`src/rtl/flag_alu_pkg.sv`:
```
package flag_alu_pkg;
    typedef enum logic [2:0] {
        OP_NOP = 3'd0,
        OP_ADD = 3'd1,
        OP_SUB = 3'd2,
        OP_CMP = 3'd3,
        OP_NEG = 3'd4,
        OP_LSR = 3'd5
    } alu_op_e;

    localparam int FLG_N = 3;
    localparam int FLG_Z = 2;
    localparam int FLG_V = 1;
    localparam int FLG_C = 0;
endpackage

```
`src/rtl/alu_adder.sv`:
```
module alu_adder #(
    parameter int WIDTH = 32
) (
    input  logic [WIDTH-1:0] x,
    input  logic [WIDTH-1:0] y,
    input  logic             cin,
    output logic [WIDTH-1:0] sum,
    output logic             cout,
    output logic             ovf
);
    localparam int MSB = WIDTH - 1;
    logic [WIDTH:0] wide;

    always_comb begin
        wide = {1'b0, x} + {1'b0, y} + {{WIDTH{1'b0}}, cin};
        sum  = wide[MSB:0];
        cout = wide[WIDTH];
        // overflow: both adder inputs agree in sign, sum disagrees
        ovf  = (x[MSB] == y[MSB]) && (wide[MSB] != x[MSB]);
    end
endmodule

```
`src/rtl/alu_shifter.sv`:
```
module alu_shifter #(
    parameter int WIDTH = 32
) (
    input  logic [WIDTH-1:0] val,
    input  logic [WIDTH-1:0] amt,
    output logic [WIDTH-1:0] shifted,
    output logic             c_out,
    output logic             c_valid
);
    localparam int SW = $clog2(WIDTH);
    localparam logic [WIDTH-1:0] LIM = WIDTH[WIDTH-1:0];

    logic [SW-1:0] amt_lo;
    logic [SW-1:0] last_idx;

    always_comb begin
        amt_lo   = amt[SW-1:0];
        last_idx = amt_lo - SW'(1);
        shifted  = '0;
        c_out    = 1'b0;
        c_valid  = 1'b1;
        if (amt == '0) begin
            shifted = val;
            c_valid = 1'b0;
        end else if (amt == LIM) begin
            c_out = val[WIDTH-1];
        end else if (amt < LIM) begin
            shifted = val >> amt_lo;
            c_out   = val[last_idx];
        end
    end
endmodule

```
`src/rtl/alu_status.sv`:
```
module alu_status (
    input  logic       clk,
    input  logic       rst_n,
    input  logic       upd,
    input  logic [3:0] nxt,
    input  logic       save,
    input  logic       restore,
    output logic [3:0] flags
);
    logic [3:0] shadow;

    always_ff @(posedge clk) begin
        if (!rst_n) begin
            flags  <= 4'b0000;
            shadow <= 4'b0000;
        end else begin
            if (save)
                shadow <= flags;
            if (restore)
                flags <= shadow;
            else if (upd)
                flags <= nxt;
        end
    end


    restore_load_chk: assert property (@(posedge clk) disable iff (!rst_n)
        restore |=> flags == $past(shadow));


    flags_hold_chk: assert property (@(posedge clk) disable iff (!rst_n)
        (!restore && !upd) |=> $stable(flags));
endmodule

```
`src/rtl/flag_alu.sv`:
```
module flag_alu
    import flag_alu_pkg::*;
#(
    parameter int WIDTH = 32
) (
    input  logic             clk,
    input  logic             rst_n,
    input  logic [WIDTH-1:0] op_a,
    input  logic [WIDTH-1:0] op_b,
    input  logic [2:0]       op_sel,
    input  logic             set_flags,
    input  logic             save_flags,
    input  logic             restore_flags,
    output logic [WIDTH-1:0] result,
    output logic             res_we,
    output logic [3:0]       flags
);
    localparam int MSB = WIDTH - 1;

    alu_op_e op;
    logic [WIDTH-1:0] add_x, add_y, add_s, sh_res;
    logic add_cin, add_cout, add_ovf, sh_c, sh_cv;
    logic upd;
    logic [3:0] nxt;

    assign op = alu_op_e'(op_sel);

    alu_adder #(.WIDTH(WIDTH)) u_add (
        .x(add_x), .y(add_y), .cin(add_cin),
        .sum(add_s), .cout(add_cout), .ovf(add_ovf)
    );

    alu_shifter #(.WIDTH(WIDTH)) u_shr (
        .val(op_a), .amt(op_b),
        .shifted(sh_res), .c_out(sh_c), .c_valid(sh_cv)
    );

    alu_status u_stat (
        .clk(clk), .rst_n(rst_n), .upd(upd), .nxt(nxt),
        .save(save_flags), .restore(restore_flags), .flags(flags)
    );

    always_comb begin
        add_x   = op_a;
        add_y   = op_b;
        add_cin = 1'b0;
        result  = '0;
        res_we  = 1'b0;
        upd     = 1'b0;
        nxt     = flags;
        unique case (op)
            OP_ADD: begin
                result = add_s;
                res_we = 1'b1;
                upd    = set_flags;
            end
            OP_SUB: begin
                add_y   = ~op_b;
                add_cin = 1'b1;
                result  = add_s;
                res_we  = 1'b1;
                upd     = set_flags;
            end
            OP_CMP: begin
                add_y   = ~op_b;
                add_cin = 1'b1;
                result  = add_s;
                upd     = 1'b1;
            end
            OP_NEG: begin
                add_x   = '0;
                add_y   = ~op_a;
                add_cin = 1'b1;
                result  = add_s;
                res_we  = 1'b1;
                upd     = set_flags;
            end
            OP_LSR: begin
                result = sh_res;
                res_we = 1'b1;
                upd    = set_flags;
            end
            default: begin
                result = '0;
            end
        endcase
        nxt[FLG_N] = result[MSB];
        nxt[FLG_Z] = (result == '0);
        if (op == OP_LSR) begin
            nxt[FLG_C] = sh_cv ? sh_c : flags[FLG_C];
        end else begin
            nxt[FLG_V] = add_ovf;
            nxt[FLG_C] = add_cout;
        end
    end


    cmp_no_write_chk: assert property (@(posedge clk) disable iff (!rst_n)
        (op_sel == 3'd3) |-> !res_we);


    sub_carry_chk: assert property (@(posedge clk) disable iff (!rst_n)
        (op_sel == 3'd2 && set_flags && !restore_flags)
        |=> flags[FLG_C] == ($past(op_a) >= $past(op_b)));


    zero_flag_chk: assert property (@(posedge clk) disable iff (!rst_n)
        (upd && !restore_flags) |=> flags[FLG_Z] == ($past(result) == '0));


    shift_keeps_v_chk: assert property (@(posedge clk) disable iff (!rst_n)
        (op_sel == 3'd5 && !restore_flags) |=> flags[FLG_V] == $past(flags[FLG_V]));
endmodule

```
`config.mk`:
```
export PLATFORM = sky130hd
export DESIGN_NAME = flag_alu
export DESIGN_NICKNAME = d
export VERILOG_FILES = /design/src/rtl/flag_alu_pkg.sv /design/src/rtl/alu_adder.sv /design/src/rtl/alu_shifter.sv /design/src/rtl/alu_status.sv /design/src/rtl/flag_alu.sv
export SDC_FILE = /design/constraint.sdc
export NUM_CORES = 1
export LEC_CHECK = 0
export BUFFER_PORTS_ARGS = -buffer_cell sky130_fd_sc_hd__buf_2
export CORE_MARGIN = 2
export CORE_UTILIZATION = 55
export CTS_BUF_LIST = sky130_fd_sc_hd__clkbuf_16
export DETAILED_ROUTE_END_ITERATION = 6
export GPL_ROUTABILITY_DRIVEN = 0
export PLACE_DENSITY = 0.8
export RECOVER_POWER = 100
export SYNTH_ARGS = -nofsm -noshare
export SYNTH_HDL_FRONTEND = slang
export SYNTH_SLANG_ARGS = --single-unit
```
`constraint.sdc`:
```
create_clock -name clk -period 6.35 [get_ports clk]
set_input_delay 0.3175 -clock clk [delete_from_list [all_inputs] [get_ports clk]]
set_output_delay 0.3175 -clock clk [all_outputs]
set_load 0.02 [all_outputs]
```
==> results.txt, run 1 <==
----------------------------------------------------
[Final layout]
  Commonest non-fill, non-tap cells in the layout ... a21oi_1, nor2_1, buf_2, nand2_1, o21ai_0
  # diodes ... 0
  Cell Count, Final, Fillers Out ... 987
  Filler instances ... 938
  Net total in the final layout ... 962
  Most common cell after layout, fill and taps aside ... a21oi_1
  Area overhead of the layout relative to synthesis ... 9.666%
  Share of cells above drive strength 1 ... 16.04%

[Worst setup path]
  Required time worst endpoint ... 6.03 ns
  Worst Path Arrival ... 5.31 ns
  Kind of start point of the critical path ... input pin
  Critical path class ... in2out
  Biggest fanout along the worst timing path ... 21
  Crit. End Element ... output pin

[Pwr]
  P_leak ... 2.512 nW
  Power per standard cell area ... 153.3 mW/mm²
  Max IR drop VDD ... 0.0001106 V

[Timing]
  Post-Route Setup TNS ... 0 ns
  Worst Hold Margin ... 0.4072 ns
  Setup repair after global routing missed its margin ... no
  Actual slew at the worst max-slew pin ... 1.175 ns
  Layout Skew ... 0.001688 ns
  Final slew viol count ... 0
  Peak clock frequency supported by timing ... 177.7 MHz
  Setup Viol. Count Final ... 0
  Share of the clock period used by the worst path after layout ... 88.61%
  Total count of hold-check failures in the final report ... 0
  Final worst path period need ... 5.627 ns
  Max transition margin ... 21.09%

[Placement]
  Placed wire-length estimate ... 16290 µm
  Port-buffer cells ... 108
  Placed cells ... 984

[Clock tree]
  Buffer cell driving the clock tree root ... clkbuf_16
  Largest buffer count on any clock path ... 2
  Count of clock tree sinks ... 8
  Skew-Pair Late Insertion Delay ... 0.23 ns
  Buffers inserted during post-CTS setup optimization ... 0
  Clock buffers created by TritonCTS ... 3
  PostCTS Resize Cnt ... 0
  Count of hold-fix buffers inserted at cts ... 0
  Count of H-tree levels built during CTS ... 1
  TritonCTS clock tree ... done
  Clock-pin slew of the registers on the worst-case setup and hold paths ... 0.04 ns

[Logic synthesis]
  Number of flops mapped to enable cells by yosys ... 0
  Fraction of the yosys area taken by sequential cells ... 2.904%
  Avg Inst Size Synth ... 6.953 µm²
  Synthesized Nets ... 899
  Number of instances in the synthesized netlist ... 793
  Yosys warning total ... 0
  Mapped Area ... 0.005514 mm²
  Ys flop type ... dfxtp_1
  Number of synthesized register bits ... 8
  Share of async-settable or async-resettable flops after synthesis ... 0%
  Number of library cell types mapped by synthesis ... 80

[Run status]
  Violated checks ... DRC
  Outcome ... complete, but fails checks

[Routing]
  Detailed-route via count ... 6900
  Initial drt markers ... 939
  DRT antenna net count ... 0
  Vias per inst ... 6.991
  Post-detailed-route wirelength per cell ... 20.97 µm
  Residual DRC count ... 1
  Total wire length after detailed routing ... 20700 µm
  First-pass detailed-route iteration total ... 7

[Die]
  Starting density of the core ... 56.41%
  Number of placement rows ... 36
  Die Footprint ... 0.01084 mm²
  Boundary pin count ... 109
  Floorplan die width ... 104.1 µm
  Placeable core area ... 0.009774 mm²
  Die height ... 104.1 µm

[GRT]
  Initial antenna violation count ... 0
  Total overflow reported by the global router ... 0
  GRT Overall Usage ... 35.93%
  Largest net degree at the start of global routing ... 45
  Number of global-route vias before repair ... 6215
  Global-route wire length before repair ... 32180 µm

[Hold path]
  Hold WC Path Type ... in2reg

[Job]
  Max_cap viols ... 0

----------------------------------------------------
power breakdown:
part	internal (W)	switching, W
registers	0.0000525	0.00000164
logic	0.000284	0.000483
clock network	0.0000812	0.0000246
critical path: stages:
cell and delay, ns:
clkbuf_1 0.74, inv_1 0.71, a221oi_1 0.64, ha_1 0.33, a21o_1 0.17, nand4_1 0.11, a21o_1 0.18, a21boi_0 0.24
o21ai_0 0.29, a21oi_1 0.13, o41ai_1 0.63, xor2_1 0.13, o21ai_0 0.39, clkbuf_1 0.28
synth_stat cells (3+ instances only):
master / number / area, µm²
a21oi_1: 108 / 540.5
nor2_1: 84 / 315.3
nand2_1: 58 / 217.7
clkbuf_1: 41 / 153.9
o21ai_0: 41 / 205.2
mux2i_1: 38 / 380.4
and2_1: 37 / 231.5
ha_1: 32 / 400.4
a21o_1: 22 / 165.2
mux4_2: 20 / 450.4
xnor2_1: 17 / 148.9
a22oi_1: 16 / 120.1
mux2_2: 16 / 180.2
nor2b_1: 16 / 100.1
xor2_1: 16 / 140.1
inv_1: 15 / 56.30
o22ai_1: 15 / 93.84
nor4_1: 13 / 81.33
nand3_1: 12 / 60.06
nor3_1: 12 / 60.06
a211oi_1: 10 / 75.07
a31oi_1: 9 / 56.30
buf_2: 9 / 45.04
nand4_1: 9 / 56.30
o211ai_1: 9 / 67.56
o21ai_1: 9 / 45.04
dfxtp_1: 8 / 160.2
nand2b_1: 7 / 43.79
a221oi_1: 5 / 43.79
a22o_1: 5 / 43.79
o221ai_1: 5 / 43.79
and3_1: 4 / 25.02
buf_1: 4 / 15.01
mux2_4: 4 / 60.06
a2111oi_0: 3 / 26.28
buf_6: 3 / 33.78
mux2_1: 3 / 33.78
o21bai_1: 3 / 22.52
final timing paths:
check / from / endpoint / slack [ns] / cells after the start
worst max-delay path: op_b[1] / result[31] / 0.72 / 14
worst min-delay path: rst_n / u_stat.flags[3]$_SDFFE_PN0P_ / 0.41 / 2
worst max register to register: u_stat.flags[2]$_SDFFE_PN0P_ / u_stat.flags[2]$_SDFFE_PN0P_ / 4.15 / 8
worst min register to register: u_stat.shadow[1]$_SDFFE_PN0P_ / u_stat.shadow[1]$_SDFFE_PN0P_ / 0.54 / 2
stage by stage:
| stage | instance area [µm²] | util (%) | total power (W) | setup slack (ns) |
|---|---|---|---|---|
| final | 6047 | 61.87 | 0.0009270 | 0.7233 |
| after global routing | 6047 | 61.87 | 0.0009796 | 0.3455 |
| after CTS | 6107 | 62.48 | 0.0009121 | 1.050 |
| after detailed placement | 6032 | 61.71 | 0.0008024 | 1.051 |
| after global placement | 6032 | 61.71 | 0.0007892 | 1.255 |
| after floorplan | 5514 | - | 0.0005895 | 1.311 |
sequential cells by signal (all words and copies together) (netlist names):
signal         flops
u_stat.flags       4
u_stat.shadow      4
logic make-up (layout without fill, tap and decap cells):
family                     Yosys count  count (layout)  synth area share, %
buffers and inverters               73             134                5.650
muxes                               81              81                20.04
DFF                                  8               8                2.904
xor gates and xnor gates            33              33                5.242
adders and majority gates           34              34                7.987
and+or+nand+nor                    271             271                24.60
AOI/OAI and AO/OA                  293             293                33.58
final cells by class:
class / instances / area, µm² / area share (%)
Tap cell: 133 / 166.4 / 2.752
Sequential cell: 8 / 160.2 / 2.648
Multi-Input combinational cell: 712 / 5030 / 83.18
Inverter: 15 / 56.30 / 0.9311
Timing Repair Buffer: 116 / 559.3 / 9.249
Clock buffer: 3 / 75.07 / 1.241
layer usage:
| layer | vias up | routed length, µm | track usage (%) |
|---|---|---|---|
| li1 | 3127 | - | - |
| met1 | 3125 | 7631 | 48.37 |
| met2 | 539 | 8999 | 55.78 |
| met3 | 109 | 2893 | 5.890 |
| met4 | 0 | 1178 | 17.28 |
| met5 | - | 0 | 0 |
(Power assumes the default switching activity.)
==> inputs of run 2 (changes only) <==
Settings changed: CORE_UTILIZATION 55 to 50, PLACE_DENSITY 0.8 to 0.73.
==> results.txt, run 2 (synthesis results as in run 1) <==
----------------------------------------------------
[Die]
  Number of placement rows ... 38 (+5.6%)
  Floorplan die width ... 109.0 µm (+4.7%)
  Boundary pin count ... 109 (unchanged)
  Die height ... 109.0 µm (+4.7%)
  Starting density of the core ... 51.09% (-5.3 points)
  Die Footprint ... 0.01188 mm² (+9.6%)
  Placeable core area ... 0.01079 mm² (+10%)

[Routing]
  DRT antenna net count ... 0 (unchanged)
  DR top layer ... met4
  Vias per inst ... 6.704 (-4.1%)
  First-pass detailed-route iteration total ... 7 (unchanged)
  Sum of met2 wire segment lengths after detailed routing ... 9007 µm (about the same)
  Detailed-route via count ... 6664 (-3.4%)
  Residual DRC count ... 0 (-1)
  Routed length on met1 ... 8516 µm (+12%)
  Total wire length after detailed routing ... 20590 µm (-0.54%)
  Post-detailed-route wirelength per cell ... 20.72 µm (-1.2%)
  Amount of wire on met3 after detailed routing ... 2294 µm (-21%)
  Initial drt markers ... 679 (-28%)

[Hold path]
  Hold WC Path Type ... in2reg
  Cell depth of the worst hold path ... 2 (unchanged)

[Clock tree]
  Buffers inserted during post-CTS setup optimization ... 0 (unchanged)
  Buffer cell driving the clock tree root ... clkbuf_16
  Count of clock tree sinks ... 8 (unchanged)
  Skew-Pair Late Insertion Delay ... 0.23 ns (about the same)
  Count of H-tree levels built during CTS ... 1 (unchanged)
  Largest buffer count on any clock path ... 2 (unchanged)
  Count of hold-fix buffers inserted at cts ... 0 (unchanged)
  Clock-pin slew of the registers on the worst-case setup and hold paths ... 0.04 ns (about the same)
  Clock buffers created by TritonCTS ... 3 (unchanged)
  PostCTS Resize Cnt ... 0 (unchanged)
  TritonCTS clock tree ... done

[Worst setup path]
  Timing endpoint of the critical path ... result[30]
  Cell Chain, Critical Path ... buf_2 -> nor2_1 -> nand2_1 -> and2_0 -> a221oi_1 -> fa_1 -> fa_1 -> a211oi_1 -> o211ai_1 -> a2111oi_0 -> nor2_1 -> a41oi_1 -> o21ai_1 -> a221oi_2 -> xnor2_1 -> o22ai_1 -> buf_2
  Kind of start point of the critical path ... input pin
  Worst Path Arrival ... 5.26 ns (-0.05 ns)
  Biggest fanout along the worst timing path ... 19 (-9.5%)
  Worst-case register-to-register setup slack ... 4.08 ns (-0.07 ns)
  Critical path class ... in2out
  Required time worst endpoint ... 6.03 ns (about the same)
  Startpoint of the worst-slack reg-to-reg timing path ... u_stat.flags[2]$_SDFFE_PN0P_
  Worst reg2reg path depth ... 8 (unchanged)
  Crit. End Element ... output pin
  CP max stage delay ... 0.66 ns (-0.08 ns)
  End of the worst register-to-register path ... u_stat.flags[2]$_SDFFE_PN0P_
  CP Launch Point ... op_sel[1]
  Slowest-stage cell, CP ... and2_0

[Job]
  Max_cap viols ... 0 (unchanged)

[Placement]
  Placed cells ... 991 (+0.71%)
  Port-buffer cells ... 108 (unchanged)
  Placed wire-length estimate ... 16110 µm (-1.1%)
  Post-placement setup slack ... 0.9997 ns (-0.05107 ns)
  Post-detailed-placement cell area ... 0.006041 mm² (+0.15%)

[Pwr]
  Max IR drop VDD ... 0.0001725 V (+56%)
  Total power draw ... 0.0009283 W (+0.14%)
  Power per standard cell area ... 153.0 mW/mm² (-0.17%)
  P_leak ... 2.525 nW (+0.51%)

[Timing]
  Layout Skew ... 0.0008983 ns (-0.0007900 ns)
  Setup repair after global routing missed its margin ... no
  Peak clock frequency supported by timing ... 179.1 MHz (+0.80%)
  Minimum setup slack in the final design ... 0.7680 ns (+0.04475 ns)
  Share of the clock period used by the worst path after layout ... 87.91% (-0.70 points)
  Final slew viol count ... 0 (unchanged)
  Total count of hold-check failures in the final report ... 0 (unchanged)
  Actual slew at the worst max-slew pin ... 1.165 ns (-0.009160 ns)
  Max transition margin ... 21.71% (+0.62 points)
  Setup Viol. Count Final ... 0 (unchanged)
  Final worst path period need ... 5.582 ns (-0.04475 ns)
  Post-Route Setup TNS ... 0 ns (unchanged)

[Run status]
  Outcome ... finished, final reports clean

[Final layout]
  Most common cell after layout, fill and taps aside ... a21oi_1
  Net total in the final layout ... 962 (unchanged)
  Post-route cell area ... 0.006066 mm² (+0.31%)
  Area overhead of the layout relative to synthesis ... 10.01%
  Share of cells above drive strength 1 ... 16.51% (+0.47 points)
  Commonest non-fill, non-tap cells in the layout ... a21oi_1, nor2_1, buf_2, nand2_1, o21ai_0
  Top Registers ... u_stat.flags: 4 flops, u_stat.shadow: 4 flops
  # diodes ... 0 (unchanged)
  Cell Count, Final, Fillers Out ... 994 (+0.71%)

[GRT]
  Global-route wire length before repair ... 31230 µm (-3.0%)
  Total overflow reported by the global router ... 0 (unchanged)
  Largest net degree at the start of global routing ... 45 (unchanged)
  GRT Overall Usage ... 33.52% (-2.4 points)
  Initial antenna violation count ... 0 (unchanged)
  Number of global-route vias before repair ... 5793 (-6.8%)

----------------------------------------------------
==> run 2: worst min path at each step <==
stage / endpoint / slack [ns] / startpoint
3_5_place_dp: u_stat.shadow[1]$_SDFFE_PN0P_ / 0.52 / u_stat.shadow[1]$_SDFFE_PN0P_
4_1_cts: u_stat.flags[3]$_SDFFE_PN0P_ / 0.40 / rst_n
6_report: u_stat.flags[3]$_SDFFE_PN0P_ / 0.40 / rst_n
3_3_place_gp: u_stat.shadow[2]$_SDFFE_PN0P_ / 0.51 / u_stat.shadow[2]$_SDFFE_PN0P_
2_1_floorplan: u_stat.flags[1]$_SDFFE_PN0P_ / 0.44 / rst_n
5_1_grt: u_stat.flags[3]$_SDFFE_PN0P_ / 0.43 / rst_n
==> run 2: layer usage <==
| metal | track usage, % | vias to the layer above |
|---|---|---|
| met3 | 4.603 | 63 |
| met1 | 47.88 | 3064 |
| met2 | 52.00 | 403 |
| met5 | 0 | - |
| li1 | - | 3134 |
| met4 | 10.35 | 0 |
==> run 2: per-stage QoR <==
stage,utilization (%),hold slack (ns)
6_report,56.20,0.4038
5_1_grt,56.20,0.4274
4_1_cts,56.67,0.3995
3_5_place_dp,55.97,0.5169
3_3_place_gp,55.97,0.5091
2_1_floorplan,-,0.4432
==> run 2: final cells by class <==
type / instances / area, µm²
clock buffer: 3 / 75.07
fill: 1110 / 4727
inverter: 15 / 56.30
multi-input combinational: 712 / 5036
sequential: 8 / 160.2
tap: 140 / 175.2
timing repair buffer: 116 / 563.0
==> run 2: critical path, delay by kind of cell <==
kind | cells | cell delay (ns)
compound gates | 8 | 2.22
xor+xnor | 1 | 0.13
fa+ha+maj | 2 | 0.91
buf+inv | 2 | 0.35
simple gates | 4 | 1.32
==> run 2: power by group <==
group	internal [W]	switching (W)
sequential	0.0000526	0.00000156
clock	0.0000810	0.0000226
combinational	0.000285	0.000486
